**config.mk**
```make
export PLATFORM = sky130hd
export DESIGN_NAME = phy_mgmt_regs
export DESIGN_NICKNAME = d
export VERILOG_FILES = /design/src/rtl/phy_mgmt_pkg.sv /design/src/rtl/diag_reg.sv /design/src/rtl/rst_reg.sv /design/src/rtl/phase_reg.sv /design/src/rtl/phy_mgmt_regs.sv
export SDC_FILE = /design/constraint.sdc
export NUM_CORES = 1
export LEC_CHECK = 0
export CORE_MARGIN = 2
export CORE_UTILIZATION = 50
export DETAILED_ROUTE_END_ITERATION = 12
export DONT_BUFFER_PORTS = 1
export GPL_ROUTABILITY_DRIVEN = 0
export GPL_TIMING_DRIVEN = 0
export PLACE_DENSITY = 0.72
export SLEW_MARGIN = 30
export SYNTH_ARGS = -nofsm -noshare
export SYNTH_HDL_FRONTEND = slang
export SYNTH_HIERARCHICAL = 1
export SYNTH_SLANG_ARGS = --single-unit
```
**constraint.sdc**
```tcl
create_clock -name clk -period 2.88 [get_ports clk]
set_input_delay 0.432 -clock clk [delete_from_list [all_inputs] [get_ports clk]]
set_output_delay 0.432 -clock clk [all_outputs]
set_load 0.005 [all_outputs]
```
**src/rtl/phy_mgmt_pkg.sv**
```systemverilog
// Shared constants and helpers for the PHY management register slice.
// Assumes a 16-bit data path and 7-bit management addresses.
package phy_mgmt_pkg;
    localparam int DATA_W     = 16;
    localparam int DIAG_ADDR  = 'h1E;
    localparam int RSTC_ADDR  = 'h1F;
    localparam int PHASE_ADDR = 'h42;
    localparam int NUM_REGS   = 3;

    // Index of each register in the decode vector
    typedef enum logic [1:0] {
        SEL_DIAG  = 2'd0,
        SEL_RSTC  = 2'd1,
        SEL_PHASE = 2'd2
    } reg_sel_e;

    // Bit positions that software and neighbours decode
    localparam int DIAG_START_BIT = 15;
    localparam int DIAG_LQ_LO     = 8;
    localparam int DIAG_DONE_BIT  = 1;
    localparam int DIAG_FAIL_BIT  = 0;
    localparam int RST_FULL_BIT   = 15;
    localparam int RST_RESTART_BIT = 14;

    // Fold a requested step count into range: values above max use modulo max
    function automatic int unsigned fold_step(input int unsigned v, input int unsigned max_v);
        return (v > max_v) ? (v % max_v) : v;
    endfunction
endpackage

```
**src/rtl/diag_reg.sv**
```systemverilog
// Cable-test control/status register.
// Holds the start request until the external engine reports done, then
// latches done and fail. A new start clears the latched status. Writes
// while running are ignored. Assumes done/fail are synchronous to clk.
module diag_reg (
    input  logic clk,
    input  logic rst_n,
    input  logic soft_clr_i,
    input  logic wr_hit_i,
    input  logic wr_start_i,
    input  logic done_i,
    input  logic fail_i,
    output logic start_o,
    output logic done_o,
    output logic fail_o
);
    logic start_q, done_q, fail_q;

    // Start/done/fail sequencing with the cable test engine
    always_ff @(posedge clk) begin
        if (!rst_n || soft_clr_i) begin
            start_q <= 1'b0;
            done_q  <= 1'b0;
            fail_q  <= 1'b0;
        end else if (start_q) begin
            if (done_i) begin
                start_q <= 1'b0;
                done_q  <= 1'b1;
                fail_q  <= fail_i;
            end
        end else if (wr_hit_i && wr_start_i) begin
            start_q <= 1'b1;
            done_q  <= 1'b0;
            fail_q  <= 1'b0;
        end
    end

    assign start_o = start_q;
    assign done_o  = done_q;
    assign fail_o  = fail_q;


    start_falls_on_done_chk: assert property (@(posedge clk) disable iff (!rst_n)
        ($fell(start_q) && !$past(soft_clr_i)) |-> $past(done_i));

    start_held_chk: assert property (@(posedge clk) disable iff (!rst_n)
        (start_q && !done_i && !soft_clr_i) |=> start_q);

    done_after_run_chk: assert property (@(posedge clk) disable iff (!rst_n)
        $rose(done_q) |-> $past(start_q));
endmodule

```
**src/rtl/rst_reg.sv**
```systemverilog
// Reset command register.
// Turns written command bits into single-cycle request pulses. The full
// reset pulse is also used inside the slice to clear every register in
// the following cycle. Assumes writes arrive as one-cycle strobes.
module rst_reg (
    input  logic clk,
    input  logic rst_n,
    input  logic wr_hit_i,
    input  logic wr_full_i,
    input  logic wr_restart_i,
    output logic full_o,
    output logic restart_o
);
    logic full_q, restart_q;

    // Register each command as a pulse; a pending full reset wipes both
    always_ff @(posedge clk) begin
        if (!rst_n || full_q) begin
            full_q    <= 1'b0;
            restart_q <= 1'b0;
        end else begin
            full_q    <= wr_hit_i && wr_full_i;
            restart_q <= wr_hit_i && wr_restart_i;
        end
    end

    assign full_o    = full_q;
    assign restart_o = restart_q;


    full_pulse_chk: assert property (@(posedge clk) disable iff (!rst_n)
        full_q |=> !full_q);

    restart_pulse_chk: assert property (@(posedge clk) disable iff (!rst_n)
        restart_q |=> !restart_q);
endmodule

```
**src/rtl/phase_reg.sv**
```systemverilog
// Transmit clock phase register.
// Stores a step count folded into 0..PHASE_MAX and issues a one-cycle
// shift request when the enable bit is written as 1.
module phase_reg #(
    parameter int PHASE_MAX = 10,
    localparam int PHASE_W  = $clog2(PHASE_MAX + 1)
) (
    input  logic               clk,
    input  logic               rst_n,
    input  logic               soft_clr_i,
    input  logic               wr_hit_i,
    input  logic               wr_en_bit_i,
    input  logic [PHASE_W-1:0] wr_val_i,
    output logic [PHASE_W-1:0] val_o,
    output logic               shift_o
);
    import phy_mgmt_pkg::*;

    logic [PHASE_W-1:0] val_q, val_fold;
    logic               shift_q;

    // Fold out-of-range requests into range
    always_comb begin
        val_fold = PHASE_W'(fold_step(int'(wr_val_i), PHASE_MAX));
    end

    // Capture step count and generate the shift pulse
    always_ff @(posedge clk) begin
        if (!rst_n || soft_clr_i) begin
            val_q   <= '0;
            shift_q <= 1'b0;
        end else begin
            shift_q <= wr_hit_i && wr_en_bit_i;
            if (wr_hit_i) val_q <= val_fold;
        end
    end

    assign val_o   = val_q;
    assign shift_o = shift_q;


    phase_in_range_chk: assert property (@(posedge clk) disable iff (!rst_n)
        val_q <= PHASE_W'(PHASE_MAX));

    shift_pulse_chk: assert property (@(posedge clk) disable iff (!rst_n)
        shift_q |=> !shift_q);
endmodule

```
**src/rtl/phy_mgmt_regs.sv**
```systemverilog
// PHY management register slice top.
// Decodes the register port, routes writes to the three register
// submodules and assembles read data. Link quality is masked when the
// link is down. Assumes ADDR_W is wide enough for all register offsets.
module phy_mgmt_regs #(
    parameter int ADDR_W    = 7,
    parameter int PHASE_MAX = 10,
    localparam int DW       = phy_mgmt_pkg::DATA_W,
    localparam int PHASE_W  = $clog2(PHASE_MAX + 1)
) (
    input  logic               clk,
    input  logic               rst_n,
    input  logic [ADDR_W-1:0]  reg_addr,
    input  logic               reg_wr_en,
    input  logic [DW-1:0]      reg_wdata,
    output logic [DW-1:0]      reg_rdata,
    output logic               diag_start_o,
    input  logic               diag_done_i,
    input  logic               diag_fail_i,
    input  logic [1:0]         link_qual_i,
    input  logic               link_up_i,
    output logic               full_reset_o,
    output logic               restart_o,
    output logic               phase_shift_o,
    output logic [PHASE_W-1:0] phase_val_o
);
    import phy_mgmt_pkg::*;

    localparam logic [ADDR_W-1:0] REG_ADDRS [NUM_REGS] = '{
        ADDR_W'(DIAG_ADDR), ADDR_W'(RSTC_ADDR), ADDR_W'(PHASE_ADDR)
    };

    logic [NUM_REGS-1:0] sel, wr_hit;
    logic                soft_clr;
    logic                d_start, d_done, d_fail;
    logic                r_full, r_restart;
    logic [1:0]          lq_vis;
    logic [DW-1:0]       diag_word, rst_word, phase_word;
    logic                unused_wdata;

    // One address comparator per register
    for (genvar i = 0; i < NUM_REGS; i++) begin : g_dec
        assign sel[i]    = (reg_addr == REG_ADDRS[i]);
        assign wr_hit[i] = sel[i] && reg_wr_en;
    end

    assign unused_wdata = ^{reg_wdata[13:PHASE_W+1]};

    diag_reg u_diag (
        .clk        (clk),
        .rst_n      (rst_n),
        .soft_clr_i (soft_clr),
        .wr_hit_i   (wr_hit[SEL_DIAG]),
        .wr_start_i (reg_wdata[DIAG_START_BIT]),
        .done_i     (diag_done_i),
        .fail_i     (diag_fail_i),
        .start_o    (d_start),
        .done_o     (d_done),
        .fail_o     (d_fail)
    );

    rst_reg u_rst (
        .clk          (clk),
        .rst_n        (rst_n),
        .wr_hit_i     (wr_hit[SEL_RSTC]),
        .wr_full_i    (reg_wdata[RST_FULL_BIT]),
        .wr_restart_i (reg_wdata[RST_RESTART_BIT]),
        .full_o       (r_full),
        .restart_o    (r_restart)
    );

    assign soft_clr = r_full;

    phase_reg #(.PHASE_MAX(PHASE_MAX)) u_phase (
        .clk         (clk),
        .rst_n       (rst_n),
        .soft_clr_i  (soft_clr),
        .wr_hit_i    (wr_hit[SEL_PHASE]),
        .wr_en_bit_i (reg_wdata[PHASE_W]),
        .wr_val_i    (reg_wdata[PHASE_W-1:0]),
        .val_o       (phase_val_o),
        .shift_o     (phase_shift_o)
    );

    // Report link quality only while the link is up
    always_comb begin
        lq_vis = link_up_i ? link_qual_i : 2'b00;
    end

    // Assemble each register word; undefined bits stay zero
    always_comb begin
        diag_word = '0;
        diag_word[DIAG_START_BIT]           = d_start;
        diag_word[DIAG_LQ_LO+1:DIAG_LQ_LO]  = lq_vis;
        diag_word[DIAG_DONE_BIT]            = d_done;
        diag_word[DIAG_FAIL_BIT]            = d_fail;
        rst_word = '0;
        rst_word[RST_FULL_BIT]              = r_full;
        rst_word[RST_RESTART_BIT]           = r_restart;
        phase_word = '0;
        phase_word[PHASE_W]                 = phase_shift_o;
        phase_word[PHASE_W-1:0]             = phase_val_o;
    end

    // Read multiplexer; unmapped addresses return zero
    always_comb begin
        reg_rdata = '0;
        if (sel[SEL_DIAG])  reg_rdata = diag_word;
        if (sel[SEL_RSTC])  reg_rdata = rst_word;
        if (sel[SEL_PHASE]) reg_rdata = phase_word;
    end

    assign diag_start_o = d_start;
    assign full_reset_o = r_full;
    assign restart_o    = r_restart;


    lq_masked_chk: assert property (@(posedge clk) disable iff (!rst_n)
        (!link_up_i && sel[SEL_DIAG]) |-> (reg_rdata[DIAG_LQ_LO+1:DIAG_LQ_LO] == 2'b00));

    diag_reserved_zero_chk: assert property (@(posedge clk) disable iff (!rst_n)
        sel[SEL_DIAG] |-> (reg_rdata[14:10] == '0 && reg_rdata[7:2] == '0));

    clear_after_full_chk: assert property (@(posedge clk) disable iff (!rst_n)
        full_reset_o |=> (!diag_start_o && phase_val_o == '0 && !restart_o));
endmodule

```
# Word level (Yosys, flattened, before mapping)
# Cells that the tools add are included.
dict set report totals {
  memories 0
  latch_bits 0
  mem_bits_rw 0
  romBits 0
  out_inout_bits 24
  reg_bits 10
}
dict set report op_classes {
  n_lt_le_gt_ge 1
  eq_ne 4
  shifts 0
  n_addsub 0
  n_reduce_logical 11
  n_div 1
  n_mul 0
  n_bitwise 0
  n_mux 13
}
# op n
set op_table {}
lappend op_table {{$mux 16} 3}
lappend op_table {{$mod 4x4->32 const B} 1}
lappend op_table {{$eq 7x5->1 const B} 2}
lappend op_table {{$mux 1} 8}
lappend op_table {{$eq 7x7->1 const B} 1}
lappend op_table {{$logic_and 1x1->1} 7}
lappend op_table {{$gt 4x4->1 const B} 1}
lappend op_table {{$mux 4} 1}
lappend op_table {{$mux 2} 1}
lappend op_table {{$ne 2x2->1 const B} 1}
lappend op_table {{$reduce_and 2->1} 1}
lappend op_table {{$reduce_bool 2->1} 1}
lappend op_table {{$logic_not 1->1} 1}
lappend op_table {{$logic_or 1x1->1} 1}

# Longest topological paths before layout
dict set report logic_depth {
  depth_word 5
  mapped_depth 6
  mapped_depth_nobuf 4
}

# Modules after synthesis
# Netlist, hierarchy kept.
# module seq_area_each_um2 instances cells_per_inst area_each_um2
set modules_own_cells {}
lappend modules_own_cells {phy_mgmt_regs 0.0 1 39 266.5}
lappend modules_own_cells {phase_reg 100.1 1 27 230.2}
lappend modules_own_cells {diag_reg 60.1 1 12 135.1}
lappend modules_own_cells {rst_reg 40.0 1 4 60.1}

# Worst setup path after synthesis
# No wires, ideal clock.
dict set report synth_timing {
  path_type {in2reg}
  from {input port reg_addr[4]}
  to {register u_phase.val_q[0], in the netlist u_phase/val_o[0]}
  path_slack_ns 1.166
  path_stages 6
  arrival_ns 1.600
  path_cell_list {or4b_1 -> buf_2 -> nor3_1 -> clkbuf_2 -> mux2i_1 -> nor2_1}
}
dict set report synth_via {
  elab_chain_len 2
}
# item line_no
set synth_lines {}
lappend synth_lines {{start: declaration} phy_mgmt_regs.sv:13} ;# input logic [ADDR_W-1:0] reg_addr,
lappend synth_lines {{$eq 7x7->1} phy_mgmt_regs.sv:43} ;# assign sel[i] = (reg_addr == REG_ADDRS[i]);
lappend synth_lines {{$logic_and 1x1->1} phy_mgmt_regs.sv:44} ;# assign wr_hit[i] = sel[i] && reg_wr_en;
lappend synth_lines {{via wr_hit[2]} phy_mgmt_regs.sv:33} ;# logic [NUM_REGS-1:0] sel, wr_hit;
lappend synth_lines {{end signal: assignment} phase_reg.sv:34} ;# if (wr_hit_i) val_q <= val_fold;
lappend synth_lines {{end: declaration} phase_reg.sv:19} ;# logic [PHASE_W-1:0] val_q, val_fold;
# The timed path passes the listed nets, and every way through them passes these cells.
# A chain may end at the register's enable or synchronous reset.

# Worst setup path after layout
dict set report layout_timing {
  from {input port reg_addr[0]}
  to {output port reg_rdata[4]}
}
dict set report layout_via {
  elab_chain_len 3
}
# item line_no
set layout_lines {}
lappend layout_lines {{$eq 7x5->1} phy_mgmt_regs.sv:43}
lappend layout_lines {{$mux 16} phy_mgmt_regs.sv:109} ;# if (sel[SEL_RSTC]) reg_rdata = rst_word;
lappend layout_lines {{$mux 16 *} phy_mgmt_regs.sv:110} ;# if (sel[SEL_PHASE]) reg_rdata = phase_word;
lappend layout_lines {{end: declaration} phy_mgmt_regs.sv:16} ;# output logic [DW-1:0] reg_rdata,
# Every way passes the cells marked *; elsewhere a longest branch is shown, timed or not.

==> impl_metrics.ini <==
[placed_design]
place_inst = 103
io_buffers = 0
place_ws_ns = 1.01
dp.final_hpwl_um = 1180

[clock_network]
clockBufferDepth = 2
cts-resized-gates = 0
clk_pin_slew_ns = 0.07
cts_tree = built
htree_levels = 1
hold_buffers = 0
postCtsSetupBuffers = 0
clock-root-buffer = clkbuf_4
worstSkewPairLatency_ns = 0.26
cts_sinks = 10
cts_made_buffers = 3

[pwr]
max-vdd-ir-drop_mv = 0.306
power_leakage_nw = 0.317
total_power_uw = 292
power_density_nw_per_um2 = 379

[hold_path]
hold_depth = 2
hp-start = rst_n
hp-class = in2reg
hold_end = u_phase/val_o[3]

[die]
core_area_um2 = 1300
die_w_um = 41.2
rows = 13
die_h_um = 41.2
start_util = 0.532
dieArea_um2 = 1700
num_io_pins = 55

[yosys]
netlist_top_cells_area = dfxtp_1 (29%), buf_4 (7.6%), or4bb_1 (6.5%)
synth_cells = 82
syn_area_um2 = 692
avgSynthCellArea_um2 = 8.44
synth.top_cell.area_share = 0.289
ys_types = 36
ys_seq_elements = 10
ys_warn_count = 6
yosys.area.top_type = dfxtp_1
seq_area_frac_synth = 0.289

[sta]
hold_viol_final = 0
finalCritPeriodShare = 0.633
rsz0062_at_grt = false
setup_viol = 0
fin_skew_ns = 0.00156
min_period_ns = 1.82
drv_slew = 0
final.setup.worst_slack_ns = 1.06
max_freq_mhz = 548
tns_ns = 0

[route]
topRoutingLayerUsed = met4
firstDrtPassIters = 4
routed_via_density = 5.91
drt-met1-wl_um = 608
vias = 632
drt_wl_total_um = 1480
routedWlPerCell_um = 13.8
drc = 0
route.met2.wl_um = 679
initialDrtViolationCount = 14
drtAntennaViolNets = 0
wl_met3_um = 162

[critical_path]
crit_path_start_kind = input pin
r2r_cells = 2
end_kind = output port
timing.rr.end = u_diag/start_o
reg2reg_setup_slack_ns = 1.87
cp_max_fo = 10
r2r-start = u_diag/start_o
cp.arrival_ns = 1.39
critPathKind = in2out
critPathRequiredTime_ns = 2.45

[finish]
area_growth_pct = 11.2
nFillCells = 132
drive_gt1_frac = 0.196
antenna_cells = 0
stdcell_count = 107
fin_nets = 125
utilization = 0.591

[run]
drv_cap = 0

[global_routing]
antenna_found_initial = 0
overflow = 0
grt_max_degree = 11
grt_pass1_wl_um = 1880
grtUsageTotal = 0.172
grt_pass1_vias = 514

[outcome]
status = finished clean
-- flip-flops by register name, summed over array words and instances, names as in the netlist --
name / cells
u_diag/fail_o: 1
u_diag/done_o: 1
u_phase/val_o: 4
u_rst/full_o: 1
u_phase/shift_o: 1
u_rst/restart_o: 1
u_diag/start_o: 1
-- placed cells by master, fill, tap and decap left out, drive strengths merged, types with 2 or more instances in the layout --
cell,Yosys,routed
or4bb,4,4
clkbuf,2,6
nor2b,2,2
inv,6,6
a21oi,4,4
o21ai,3,3
o22ai,2,2
nand2b,4,4
mux2i,2,2
and4b,3,3
nand3,3,3
conb,1,7
nor3,8,8
and4,2,2
dfxtp,10,10
buf,8,8
nand2,3,3
-- worst max-delay path: stages --
cell	delay [ns]
clkbuf_1	0.19
or3b_1	0.49
nor3_1	0.28
-- how the worst max path moves through the flow --
stage,start,endpoint,slack (ns),cells after the start
detailed placement,reg_addr[0],u_phase/val_o[0],1.01,6
floorplan,reg_addr[4],u_phase/val_o[0],1.17,6
global route,reg_addr[0],reg_rdata[4],0.98,3
CTS,reg_addr[0],reg_rdata[4],1.05,3
global placement,reg_addr[0],u_phase/val_o[0],1.06,6
finish,reg_addr[0],reg_rdata[4],1.06,3
-- final cells by class --
cell class	instances	area, µm²	share of cell area
Multi-Input combinational cell	62	425	0.553
Sequential cell	10	200	0.260
Buffer	10	66.3	0.0862
Clock buffer	4	36.3	0.0472
Inverter	6	22.5	0.0293
Tap cell	15	18.8	0.0244
-- kinds of logic (layout without fill, tap and decap cells) --
logic type,count (synthesis),count (layout),share of synthesized area
DFF,10,10,0.289
other,1,7,0.00542
and+or+nand+nor,37,37,0.382
AOI/OAI and AO/OA,15,15,0.148
muxes,2,2,0.0289
adders and majority gates,1,1,0.0181
buffers and inverters,16,20,0.128
-- metal layers --
metal  GRT usage  vias up
li1            -      308
met2       0.262       41
met4       0.129        0
met3      0.0543        4
met5           0        -
met1       0.198      279
-- cell usage after synthesis (all sizes together) --
master	n
or3b	1
inv	6
buf	8
ha	1
nand2	3
nand2b	4
a21oi	4
nor2	1
nand4b	1
nand3	3
or4b	1
nor2b	2
o211ai	1
a21bo	1
a211oi	1
nor4	1
a31oi	1
and4	2
a22o	1
or4bb	4
clkbuf	2
o21ai	3
nor3	8
dfxtp	10
mux2i	2
and3b	1
and4b	3
and3	1
conb	1
o21ba	1
o22ai	2
nor3b	1
-- power by group --
| group | switching (mW) | internal (mW) | leakage, nW | total, mW |
|---|---|---|---|---|
| sequential | 0.000249 | 0.138 | 0.0805 | 0.139 |
| clock | 0.0487 | 0.0767 | 0.0210 | 0.125 |
| combinational | 0.0134 | 0.0144 | 0.216 | 0.0278 |
-- per-stage QoR --
stage / hold slack (ns) / cell area (µm²)
floorplan: 0.460 / 714
global placement: 0.488 / 733
detailed placement: 0.499 / 733
CTS: 0.320 / 769
global route: 0.312 / 769
finish: 0.322 / 769
Power figures use the tool's default switching activity.
